[src/rtl/tdm_tx_pkg.sv]
package tdm_tx_pkg;
  typedef enum logic [1:0] {
    SEQ_IDLE  = 2'd0,
    SEQ_ARMED = 2'd1,
    SEQ_RUN   = 2'd2
  } seq_state_t;
endpackage

[src/rtl/tdm_bitclk_gen.sv]
module tdm_bitclk_gen #(
  parameter int HALF_DIV = 2
) (
  input  logic clk,
  input  logic rst,
  output logic bclk,
  output logic fall_tick
);
  localparam int CW = (HALF_DIV > 1) ? $clog2(HALF_DIV) : 1;
  localparam logic [CW-1:0] TOP = CW'(HALF_DIV - 1);

  logic [CW-1:0] cnt;

  always_ff @(posedge clk) begin
    if (rst) begin
      cnt  <= '0;
      bclk <= 1'b0;
    end else if (cnt == TOP) begin
      cnt  <= '0;
      bclk <= ~bclk;
    end else begin
      cnt <= cnt + 1'b1;
    end
  end

  // high on the edge that takes bclk from 1 to 0
  assign fall_tick = (cnt == TOP) && bclk;
endmodule

[src/rtl/tdm_frame_stage.sv]
module tdm_frame_stage #(
  parameter int SLOTS  = 4,
  parameter int WORD_W = 24
) (
  input  logic                    clk,
  input  logic                    rst,
  input  logic                    in_valid,
  input  logic [SLOTS*WORD_W-1:0] in_data,
  input  logic                    take,
  output logic                    in_ready,
  output logic                    full,
  output logic [SLOTS*WORD_W-1:0] stage_frame
);
  localparam int FW = SLOTS * WORD_W;

  logic [FW-1:0] ordered;
  logic          accept;
  logic          full_nxt;

  // slot 0 goes to the top so the shifter emits it first
  for (genvar s = 0; s < SLOTS; s++) begin : g_order
    assign ordered[FW-1-s*WORD_W -: WORD_W] = in_data[s*WORD_W +: WORD_W];
  end

  assign accept = in_valid && in_ready;

  always_comb begin
    full_nxt = full;
    if (take)        full_nxt = 1'b0;
    else if (accept) full_nxt = 1'b1;
  end

  always_ff @(posedge clk) begin
    if (rst) begin
      full     <= 1'b0;
      in_ready <= 1'b1;
    end else begin
      full     <= full_nxt;
      in_ready <= ~full_nxt;
    end
  end

  always_ff @(posedge clk) begin
    if (accept) stage_frame <= ordered;
  end
endmodule

[src/rtl/tdm_slot_sequencer.sv]
module tdm_slot_sequencer
  import tdm_tx_pkg::*;
#(
  parameter int FW         = 96,
  parameter int FRAME_BITS = 96
) (
  input  logic          clk,
  input  logic          rst,
  input  logic          fall_tick,
  input  logic          stage_full,
  input  logic [FW-1:0] stage_frame,
  output logic          take,
  output logic          ser_data,
  output logic          ser_fs
);
  localparam int POS_W = $clog2(FRAME_BITS + 1);
  localparam logic [POS_W-1:0] DATA_END = POS_W'(FW);
  localparam logic [POS_W-1:0] LAST_POS = POS_W'(FRAME_BITS - 1);
  localparam logic [POS_W-1:0] END_POS  = POS_W'(FRAME_BITS);

  seq_state_t       state;
  logic [POS_W-1:0] pos;
  logic [POS_W-1:0] pos_nx;
  logic [FW-1:0]    shreg;

  assign pos_nx = pos + 1'b1;
  assign take   = fall_tick && (state == SEQ_ARMED);

  always_ff @(posedge clk) begin
    if (rst) begin
      state    <= SEQ_IDLE;
      pos      <= '0;
      shreg    <= '0;
      ser_data <= 1'b1;
      ser_fs   <= 1'b0;
    end else if (fall_tick) begin
      case (state)
        SEQ_ARMED: begin
          shreg    <= stage_frame << 1;
          ser_data <= stage_frame[FW-1];
          ser_fs   <= 1'b0;
          pos      <= '0;
          state    <= SEQ_RUN;
        end
        SEQ_RUN: begin
          pos <= pos_nx;
          if (pos_nx < DATA_END) begin
            ser_data <= shreg[FW-1];
            shreg    <= shreg << 1;
          end else begin
            ser_data <= 1'b1;
          end
          if (stage_full && (pos_nx >= LAST_POS)) begin
            ser_fs <= 1'b1;
            state  <= SEQ_ARMED;
          end else begin
            ser_fs <= 1'b0;
            if (pos_nx == END_POS) state <= SEQ_IDLE;
          end
        end
        default: begin
          ser_data <= 1'b1;
          if (stage_full) begin
            ser_fs <= 1'b1;
            state  <= SEQ_ARMED;
          end else begin
            ser_fs <= 1'b0;
          end
        end
      endcase
    end
  end
endmodule

[src/rtl/tdm_fsync_tx.sv]
module tdm_fsync_tx #(
  parameter int SLOTS      = 4,
  parameter int WORD_W     = 24,
  parameter int FRAME_BITS = 96,
  parameter int HALF_DIV   = 2
) (
  input  logic                    clk,
  input  logic                    rst,
  input  logic                    in_valid,
  output logic                    in_ready,
  input  logic [SLOTS*WORD_W-1:0] in_data,
  output logic                    ser_clk,
  output logic                    ser_data,
  output logic                    ser_fs
);
  localparam int FW = SLOTS * WORD_W;

  logic          fall_tick;
  logic          take;
  logic          stage_full;
  logic [FW-1:0] stage_frame;

  tdm_bitclk_gen #(.HALF_DIV(HALF_DIV)) u_bclk (
    .clk       (clk),
    .rst       (rst),
    .bclk      (ser_clk),
    .fall_tick (fall_tick)
  );

  tdm_frame_stage #(.SLOTS(SLOTS), .WORD_W(WORD_W)) u_stage (
    .clk         (clk),
    .rst         (rst),
    .in_valid    (in_valid),
    .in_data     (in_data),
    .take        (take),
    .in_ready    (in_ready),
    .full        (stage_full),
    .stage_frame (stage_frame)
  );

  tdm_slot_sequencer #(.FW(FW), .FRAME_BITS(FRAME_BITS)) u_seq (
    .clk         (clk),
    .rst         (rst),
    .fall_tick   (fall_tick),
    .stage_full  (stage_full),
    .stage_frame (stage_frame),
    .take        (take),
    .ser_data    (ser_data),
    .ser_fs      (ser_fs)
  );
endmodule

[config.mk]
export PLATFORM = sky130hd
export DESIGN_NAME = tdm_fsync_tx
export DESIGN_NICKNAME = d
export VERILOG_FILES = /design/src/rtl/tdm_tx_pkg.sv /design/src/rtl/tdm_bitclk_gen.sv /design/src/rtl/tdm_frame_stage.sv /design/src/rtl/tdm_slot_sequencer.sv /design/src/rtl/tdm_fsync_tx.sv
export SDC_FILE = /design/constraint.sdc
export NUM_CORES = 1
export LEC_CHECK = 0
export BUFFER_PORTS_ARGS = -buffer_cell sky130_fd_sc_hd__buf_2
export CAP_MARGIN = 25
export CORE_ASPECT_RATIO = 1.2
export CORE_MARGIN = 2
export CORE_UTILIZATION = 55
export CTS_BUF_LIST = sky130_fd_sc_hd__clkbuf_4 sky130_fd_sc_hd__clkbuf_8 sky130_fd_sc_hd__clkbuf_16
export DETAILED_ROUTE_END_ITERATION = 6
export PLACE_DENSITY = 0.76
export SLEW_MARGIN = 20
export SYNTH_ARGS = -nofsm -noshare
export SYNTH_HDL_FRONTEND = slang
export SYNTH_SLANG_ARGS = --single-unit
[constraint.sdc]
create_clock -name clk -period 10.2 [get_ports clk]
set_clock_uncertainty 0.15 [all_clocks]
set_input_delay 1.53 -clock clk [delete_from_list [all_inputs] [get_ports clk]]
set_output_delay 1.53 -clock clk [all_outputs]
set_load 0.02 [all_outputs]
======== Word level (Yosys, flattened, before mapping) ========
Cells that the tools add are included.
word-level totals
  logic and storage cells ................. 45
  bits in registers ....................... 207
cells by class
  magnitude comparators ................... 2
  reduce and logical (&&, ||, !) cells .... 10
  $add $sub $neg .......................... 2
  bitwise operators ....................... 2
  muxes and demuxes ....................... 14
  equal/unequal tests ..................... 5
operator list
  operator               count
  $pmux W96 S2           1
  $mux W96               1
  $pmux W7 S2            1
  $add A7 B1 Y7 const B  1
  $eq A7 B7 Y1 const B   1
  $ge A7 B7 Y1 const B   1
  $lt A7 B7 Y1 const B   1
  $mux W2                3
  $reduce_and A3 Y1      2
  $mux W1                5
  $logic_and A1 B1 Y1    4
  $pmux W1 S2            2
  $pmux W2 S2            1
  $ne A3 B1 Y1 const B   1
  $reduce_bool A3 Y1     1
  $eq A2 B1 Y1 const B   1
  $eq A2 B2 Y1 const B   1
  $ne A2 B1 Y1 const B   1
  $not A1 Y1             2
  $reduce_and A2 Y1      1
  $reduce_bool A2 Y1     1
  $reduce_or A2 Y1       1
  $add A1 B1 Y1 const B  1

======== Longest topological paths before layout ========
Gate-level depths: netlist (run 1).
  depth after elaboration ................. 5
  mapped depth ............................ 9
  gate-level depth less buffers ........... 8

======== By module ========
From an unflattened synthesis (run 1), not the netlist that was laid out.
unflattened totals
  cell total of the unflattened synthesis .. 633
  area total of the unflattened synthesis .. 8431.8 um2
by module, submodules not included
  module              cells an instance  area an instance (um2)  sequential area each (um2)  times used
  tdm_slot_sequencer  525                5421.4                  2122.0                      1
  tdm_frame_stage     102                2946.6                  2922.8                      1
  tdm_bitclk_gen      6                  63.8                    40.0                        1

======== Worst setup path after synthesis (run 1) ========
OpenSTA, ideal clock, no wires.
  kind .................................... in2reg
  start point ............................. input port in_valid
  end point ............................... register u_stage.in_ready
  required time ........................... 9925 ps
  path slack .............................. 5768 ps
  path buffers ............................ 0
  data arrival time ....................... 4157 ps
  stages on the path ...................... 3
  setup time .............................. 125 ps
  cell sequence ........................... and2_1 nor2_1 a211o_1
between the ends
  word-level cells in the longest chain between the ends .. 4
ends and longest elaborated chain
  what                  line                   text
  from (decl)           tdm_fsync_tx.sv:9      input logic in_valid,
  $logic_and A1 B1 Y1   tdm_frame_stage.sv:25  assign accept = in_valid && in_ready;
  $mux W1               tdm_frame_stage.sv:30  else if (accept) full_nxt = 1'b1;
  $mux W1               tdm_frame_stage.sv:29  if (take) full_nxt = 1'b0;
  $not A1 Y1            tdm_frame_stage.sv:39  in_ready <= ~full_nxt;
  to (signal assigned)  tdm_frame_stage.sv:39
  to (decl)             tdm_frame_stage.sv:10  output logic in_ready,
No other way between the ends.
A chain may end at the register's enable or synchronous reset.

======== Worst setup path after layout (run 1) ========
  start point ............................. register u_seq.pos[1]
  end point ............................... register u_seq.shreg[64]
between the ends
  word-level cells in the longest chain between the ends .. 4
ends and longest elaborated chain
  what                                line                      text
  from (decl)                         tdm_slot_sequencer.sv:22  logic [POS_W-1:0] pos;
  from (signal assigned)              tdm_slot_sequencer.sv:46  pos <= pos_nx;
  $add A7 B1 Y7                       tdm_slot_sequencer.sv:26  assign pos_nx = pos + 1'b1;
  $lt A7 B7 Y1                        tdm_slot_sequencer.sv:47  if (pos_nx < DATA_END) begin
  $ne A2 B1 Y1 (no source line)       --
  $reduce_and A3 Y1 (no source line)  --
  to (signal assigned)                tdm_slot_sequencer.sv:39  shreg <= stage_frame << 1;
  to (signal assigned)                tdm_slot_sequencer.sv:49  shreg <= shreg << 1;
  to (decl)                           tdm_slot_sequencer.sv:24  logic [FW-1:0] shreg;
No other way between the ends.

==> results of run 1 <==
cells in the mapped netlist, drive strengths merged:
library cell  instances
buf                  25
edfxtp               96
xor2                  1
nor2                290
xnor2                 2
nand3b                2
nand3                 6
clkbuf               34
a211o                 1
a31oi                 3
ha                    4
nor2b                 1
nor3                  6
a311o                 1
o211a                 2
o211ai                2
nand4b                1
nor3b                 1
a21bo                 1
a31o                  1
and3b                 1
o2111ai               1
o32a                  1
a21oi                14
a21boi                1
o22ai                94
or4                   1
and2                  3
nand2                14
o21ai               101
mux2                  1
inv                   6
nand4                 1
a211oi                3
and4                  2
dfxtp               110
o21bai                1
and3                  1
registers in the layout (all words and copies together) (netlist names):
name / count
u_bclk.cnt: 1
u_stage.stage_frame: 96
u_seq.shreg: 95
u_stage.full: 1
u_seq.pos: 7
u_stage.in_ready: 1
u_seq.ser_fs: 1
u_seq.state: 2
u_bclk.bclk: 1
u_seq.ser_data: 1
metrics by stage:
step	setup WS (ps)	cells	power (W)
floorplan	5768	836	0.0009688
finish	7240	1099	0.001742
global route	7030	1099	0.001798
detailed placement	6824	1059	0.001002
global placement	6841	1058	0.0009995
CTS	7243	1096	0.001755
area by class of cell:
class                      instances  share of cell area
timing repair buffer             109             0.06525
multi-input combinational        565              0.2913
inverter                           6            0.002407
sequential                       206              0.5434
antenna                            1           0.0002674
tap                              175             0.02340
clock inverter                    10             0.01163
clock buffer                      27             0.06231
layer usage:
metal  up-vias  wire, um  track usage
li1       3099         -            -
met1      2838      7093       0.2710
met2       174      7776       0.3324
met3        25       830      0.02923
met4         0       320      0.05689
met5         -         0            0
report_power, final:
| part | internal [W] | total (W) | switching (W) | leakage, nW |
|---|---|---|---|---|
| Clock | 0.000455 | 0.000757 | 0.000302 | 0.344 |
| Combinational | 0.0000303 | 0.0000792 | 0.0000489 | 1.08 |
| Sequential | 0.000897 | 0.000906 | 0.00000910 | 1.81 |
| Total | 0.00138 | 0.00174 | 0.000360 | 3.23 |
tightest hold or removal path, cell delays in order, from the launching register on:
cell	delay, ps
dfxtp_1	320
nand2_1	50
a21oi_1	50
logic make-up after synthesis:
kind of cell    count (synthesis)
buf+inv                        65
mux                             1
simple gates                  330
fa+ha+maj                       4
compound gates                227
flops                         206
xor+xnor                        3
how the worst max path moves through the flow:
stage / endpoint / cells after the start
floorplan: u_stage.in_ready / 3
global placement: u_stage.stage_frame[15] / 3
detailed placement: u_stage.stage_frame[95] / 3
CTS: u_seq.shreg[92] / 8
global route: u_seq.shreg[41] / 8
finish: u_seq.shreg[64] / 8
==> out/qor.txt, run 1 <==
Syn avg cell area -> 9.715 sq um
Drt first pass iters -> 7
Deepest clock path buffer count -> 3
Num CTS Buffers -> 21
Max-Slew Margin vs Limit -> 0.3359
Root buf cell -> clkbuf_16
Total track usage -> 0.1989
Num rows -> 48
Worst path bufs/invs -> 1
Post-route design area -> 9358 sq um
Grt total ovfl -> 0
XOR/XNOR Fraction of Synth Area -> 0.003235
Fin. max-slew vios -> 0
Share of post-route cells with drive strength above 1 -> 0.1658
Post-Synth Simple-Gate Area -> 0.1608
Vias -> 6136
Status -> completed
Final hold slack -> 319.2 ps
Post-DP Area -> 8623 sq um
Residual DRC count -> 0
Final worst-path cycle share -> 0.2902
Yosys cell types -> 43
Worst path slowest cell -> buf_4
Delay-heaviest family, CP -> buffers and inverters
DIE HEIGHT -> 137.1 um
Syn. warnings -> 0
Yosys top cell by area -> edfxtp_1
Final min period -> 2960 ps
Compound-cell area share of the yosys netlist -> 0.1621
Gate Count Post-Synth -> 836
Final nets -> 1012
Most frequent cells in the layout -> nor2_1, dfxtp_1, o21ai_0, buf_2, edfxtp_1
Crit-path max cell delay -> 730 ps
R2r endpoint -> u_seq.shreg[64]
Htree depth -> 1
RR Startpoint -> u_seq.pos[1]
Setup violators final -> 0
Hold Path Class -> flip-flop to flip-flop
Cts hold-fix bufs -> 0
Ports -> 103
DIE AREA -> 15760 sq um
Crit end category -> flip-flop
Register area -> 5085 sq um
Crit Path Category -> flip-flop to flip-flop
# port buffers -> 102
CTS Sinks -> 206
Multi-input gate area -> 2726 sq um
Syn Nets -> 939
Crit-path cells -> ha_1 > and4_4 > nand3b_1 > a21bo_1 > nand4_1 > buf_4 > o22ai_1 > nor2_1
Pin count of the biggest net entering global routing -> 101
Vias/cell -> 5.583
Hold endpoint -> u_seq.ser_fs
FMAX -> 337.8 MHz
Gpl congestion -> 0.8213
Die Wd -> 114.9 um
Sequential element share of the synthesized area -> 0.6261
HPWL after detailed placement -> 9053 um
MaxCap Viol Count -> 0
Hold Crit Start -> u_seq.ser_fs
Post-synthesis cell area -> 8122 sq um
Core area -> 14410 sq um
Least-Margin Pin Slew -> 996.2 ps
R2r worst-path depth -> 8
Post_cts resized -> 0
WP data arrival -> 3220 ps
P_leak -> 3.234 nW
Critical Path Source Type -> flip-flop
Post-layout util -> 0.6492
Wire per inst -> 14.58 um
Reg clk slew, reported paths -> 60 ps
Adder-cell share of the synthesized area -> 0.006162
Initial antenna violation count -> 1
Commonest non-fill, non-tap cell in the layout -> nor2_1
Starting Density -> 0.5635
Hold Crit Depth -> 2
Largest family of logic cells by synthesized area -> compound AO/OA/AOI/OAI gates
Post-CTS setup buffer count -> 0
Critical Path Start -> u_seq.pos[1]
Power Dens Cells -> 186.2 nW/um^2
CP required -> 10460 ps
1st-iter DRT viols -> 576
First-pass GRT wire length -> 25830 um
Final-report hold violation count -> 0
RSZ-0062 raised after global routing -> false
Post-synthesis mux area share -> 0.001387
CTS tree -> built
Crit path max fanout -> 94
Vias in the first global route -> 5541
Share of the synthesized area in the top cell type -> 0.3550
Drt total wl -> 16020 um
Fillers -> 1127
R2r setup slk -> 7240 ps
VDD IR max -> 0.1598 mV
Setup TNS -> 0 ps
Antenna viol nets, final -> 0
Area contributors post-synth -> edfxtp_1, dfxtp_1, nor2_1, o22ai_1, o21ai_0
Yosys reg bits -> 206
Worst-skew pair later-pin latency -> 480 ps
Area grow syn2layout -> 15.22%
No activity file was read; power rests on OpenSTA's default activity.
==> run 2: changes to the inputs <==
--- a/config.mk
+++ b/config.mk
@@ -5,6 +5,7 @@
 export SDC_FILE = /design/constraint.sdc
 export NUM_CORES = 1
 export LEC_CHECK = 0
+export ABC_AREA = 1
 export BUFFER_PORTS_ARGS = -buffer_cell sky130_fd_sc_hd__buf_2
 export CAP_MARGIN = 25
 export CORE_ASPECT_RATIO = 1.2
==> constraint.sdc (replaced) <==
create_clock -name clk -period 2.9 [get_ports clk]
set_clock_uncertainty 0.15 [all_clocks]
set_input_delay 0.435 -clock clk [delete_from_list [all_inputs] [get_ports clk]]
set_output_delay 0.435 -clock clk [all_outputs]
set_load 0.02 [all_outputs]
==> out/qor.txt, run 2 <==
Area grow syn2layout -> 27.09%
Crit path max fanout -> 57
Hold Path Class -> input port to flip-flop
Setup violators final -> 0
Crit end category -> flip-flop
Critical Path Source Type -> flip-flop
1st-iter DRT viols -> 540
GRT busiest layer -> met2
Asr flop ratio synth -> 0
Worst-skew pair later-pin latency -> 480 ps
Starting Density -> 0.5556
Share of the synthesized area in the top cell type -> 0.3497
Gate Count Post-Synth -> 935
Syn avg cell area -> 8.816 sq um
Area contributors post-synth -> edfxtp_1, dfxtp_1, nand2_1, nor2_1, o21ai_0
Initial antenna violation count -> 0
# port buffers -> 102
Max-Slew Margin vs Limit -> 0.3080
RSZ-0062 raised after global routing -> false
MaxCap Viol Count -> 0
Met3 Usage GRT -> 0.03726
Wire per inst -> 13.30 um
Yosys top cell by area -> edfxtp_1
Setup TNS -> 0 ps
Final-report hold violation count -> 0
Post-layout util -> 0.7061
Inst Count DP -> 1195
Regs by FF count -> u_stage.stage_frame (96), u_seq.shreg (95), u_seq.pos (7)
Vias/cell -> 4.894
Drt total wl -> 17650 um
Yosys reg bits -> 206
Share of post-route cells with drive strength above 1 -> 0.1701
Htree depth -> 1
CTS Sinks -> 206
Drt first pass iters -> 5
Die Wd -> 115.8 um
Syn. warnings -> 0
CTS tree -> built
Least-Margin Pin Slew -> 1038 ps
Most common library cells after synthesis -> nand2_1, nor2_1, dfxtp_1
Ports -> 103
Residual DRC count -> 0
Crit Path Category -> flip-flop to flip-flop
Final nets -> 1212
Gpl congestion -> 0.8225
Met1 usage -> 0.2920
Top_reg_cell synth -> dfxtp_1
Commonest non-fill, non-tap cell in the layout -> nand2_1
DIE HEIGHT -> 138.1 um
Reg clk slew, reported paths -> 60 ps
Post-synthesis cell area -> 8243 sq um
Post-synth EDFFs -> 96
Deepest clock path buffer count -> 3
Num rows -> 49
Final worst-path cycle share -> 0.8480
Final Total Pwr -> 0.006245 W
Total track usage -> 0.2211
Yosys cell types -> 33
Syn Nets -> 1038
Vias in the first global route -> 6254
CP required -> 3160 ps
Core area -> 14840 sq um
Pin count of the biggest net entering global routing -> 98
Num CTS Buffers -> 21
Most frequent cells in the layout -> nand2_1, nor2_1, dfxtp_1
GR Util met2 -> 0.3724
Final min period -> 2459 ps
Power Dens Cells -> 596.2 nW/um^2
P_leak -> 4.332 nW
Sequential element share of the synthesized area -> 0.6169
FMAX -> 406.6 MHz
HPWL after detailed placement -> 8594 um
Grt total ovfl -> 0
Root buf cell -> clkbuf_16
DIE AREA -> 15990 sq um
WP data arrival -> 2720 ps
Antenna viol nets, final -> 0
First-pass GRT wire length -> 28970 um
Status -> completed
Most frequent cell after synthesis -> nand2_1
Largest reg by FF count -> u_stage.stage_frame
Post-CTS setup buffer count -> 0
Layout Cells excl Fill -> 1327
Vias -> 6494
VDD IR max -> 0.5842 mV
Max reg flops -> 96
Antenna fix cells -> 0
Fin. max-slew vios -> 0
[run 2: critical path, stage by stage (launching register included)]
cell     delay, ps
dfxtp_1        430
ha_1           300
nand2_4         80
nor2_4          90
nand3_1         90
nand2_1        110
nor2_2          50
nand2_2         80
nand2_4         60
inv_4          380
buf_16         330
nor2_1          70
nor2_1         120
[run 2: per-stage QoR]
stage	setup WS (ps)	area (sq um)	hold WS, ps
after CTS	292.2	10470	5.883
after detailed placement	328.7	8830	293.2
final	440.7	10480	23.43
after floorplan	419.3	8247	263.2
after global routing	199.1	10480	5.530
after global placement	393.7	8802	274.8
[run 2: final cells by class]
cell class	count	area [sq um]
Clock buffer	34	676.9
Clock inverter	3	15.01
Fill cell	1124	4360
Inverter	19	78.83
Multi-Input combinational cell	657	2803
Sequential cell	206	5085
Tap cell	204	255.2
Timing Repair Buffer	204	1563
[run 2: final timing paths]
kind	start	endpoint	slack (ps)	cells past startpoint
worst max-delay path	u_seq.pos[1]	u_seq.shreg[64]	440	12
worst min-delay path	in_data[22]	u_stage.stage_frame[94]	20	1
worst max register to register	u_seq.pos[1]	u_seq.shreg[64]	440	12
worst min register to register	u_bclk.cnt	u_bclk.cnt	300	1
[run 2: power by group]
part           total, W  switching, W  internal (W)
registers       0.00319     0.0000357       0.00316
logic          0.000402      0.000205      0.000197
clock network   0.00265       0.00105       0.00160
total           0.00625       0.00129       0.00495
[run 2: per-layer routing]
metal / up-vias / routed length [um]
met5: - / 0
met4: 0 / 455
met3: 36 / 865
met2: 164 / 8723
met1: 2961 / 7608
li1: 3333 / -
[run 2: what timing repair did]
item,CTS,global route
hold buffers,95,0
resized for setup,0,1
hold endpoints to repair,95,0
endpoints found under the setup margin,0,2
[run 2: cell families (layout without fill, tap and decap cells)]
family	Yosys count	after routing	synth area share
fa+ha+maj	4	4	0.006072
simple gates	543	543	0.2638
compound gates	110	110	0.06861
flops	206	206	0.6169
buf+inv	72	260	0.04463
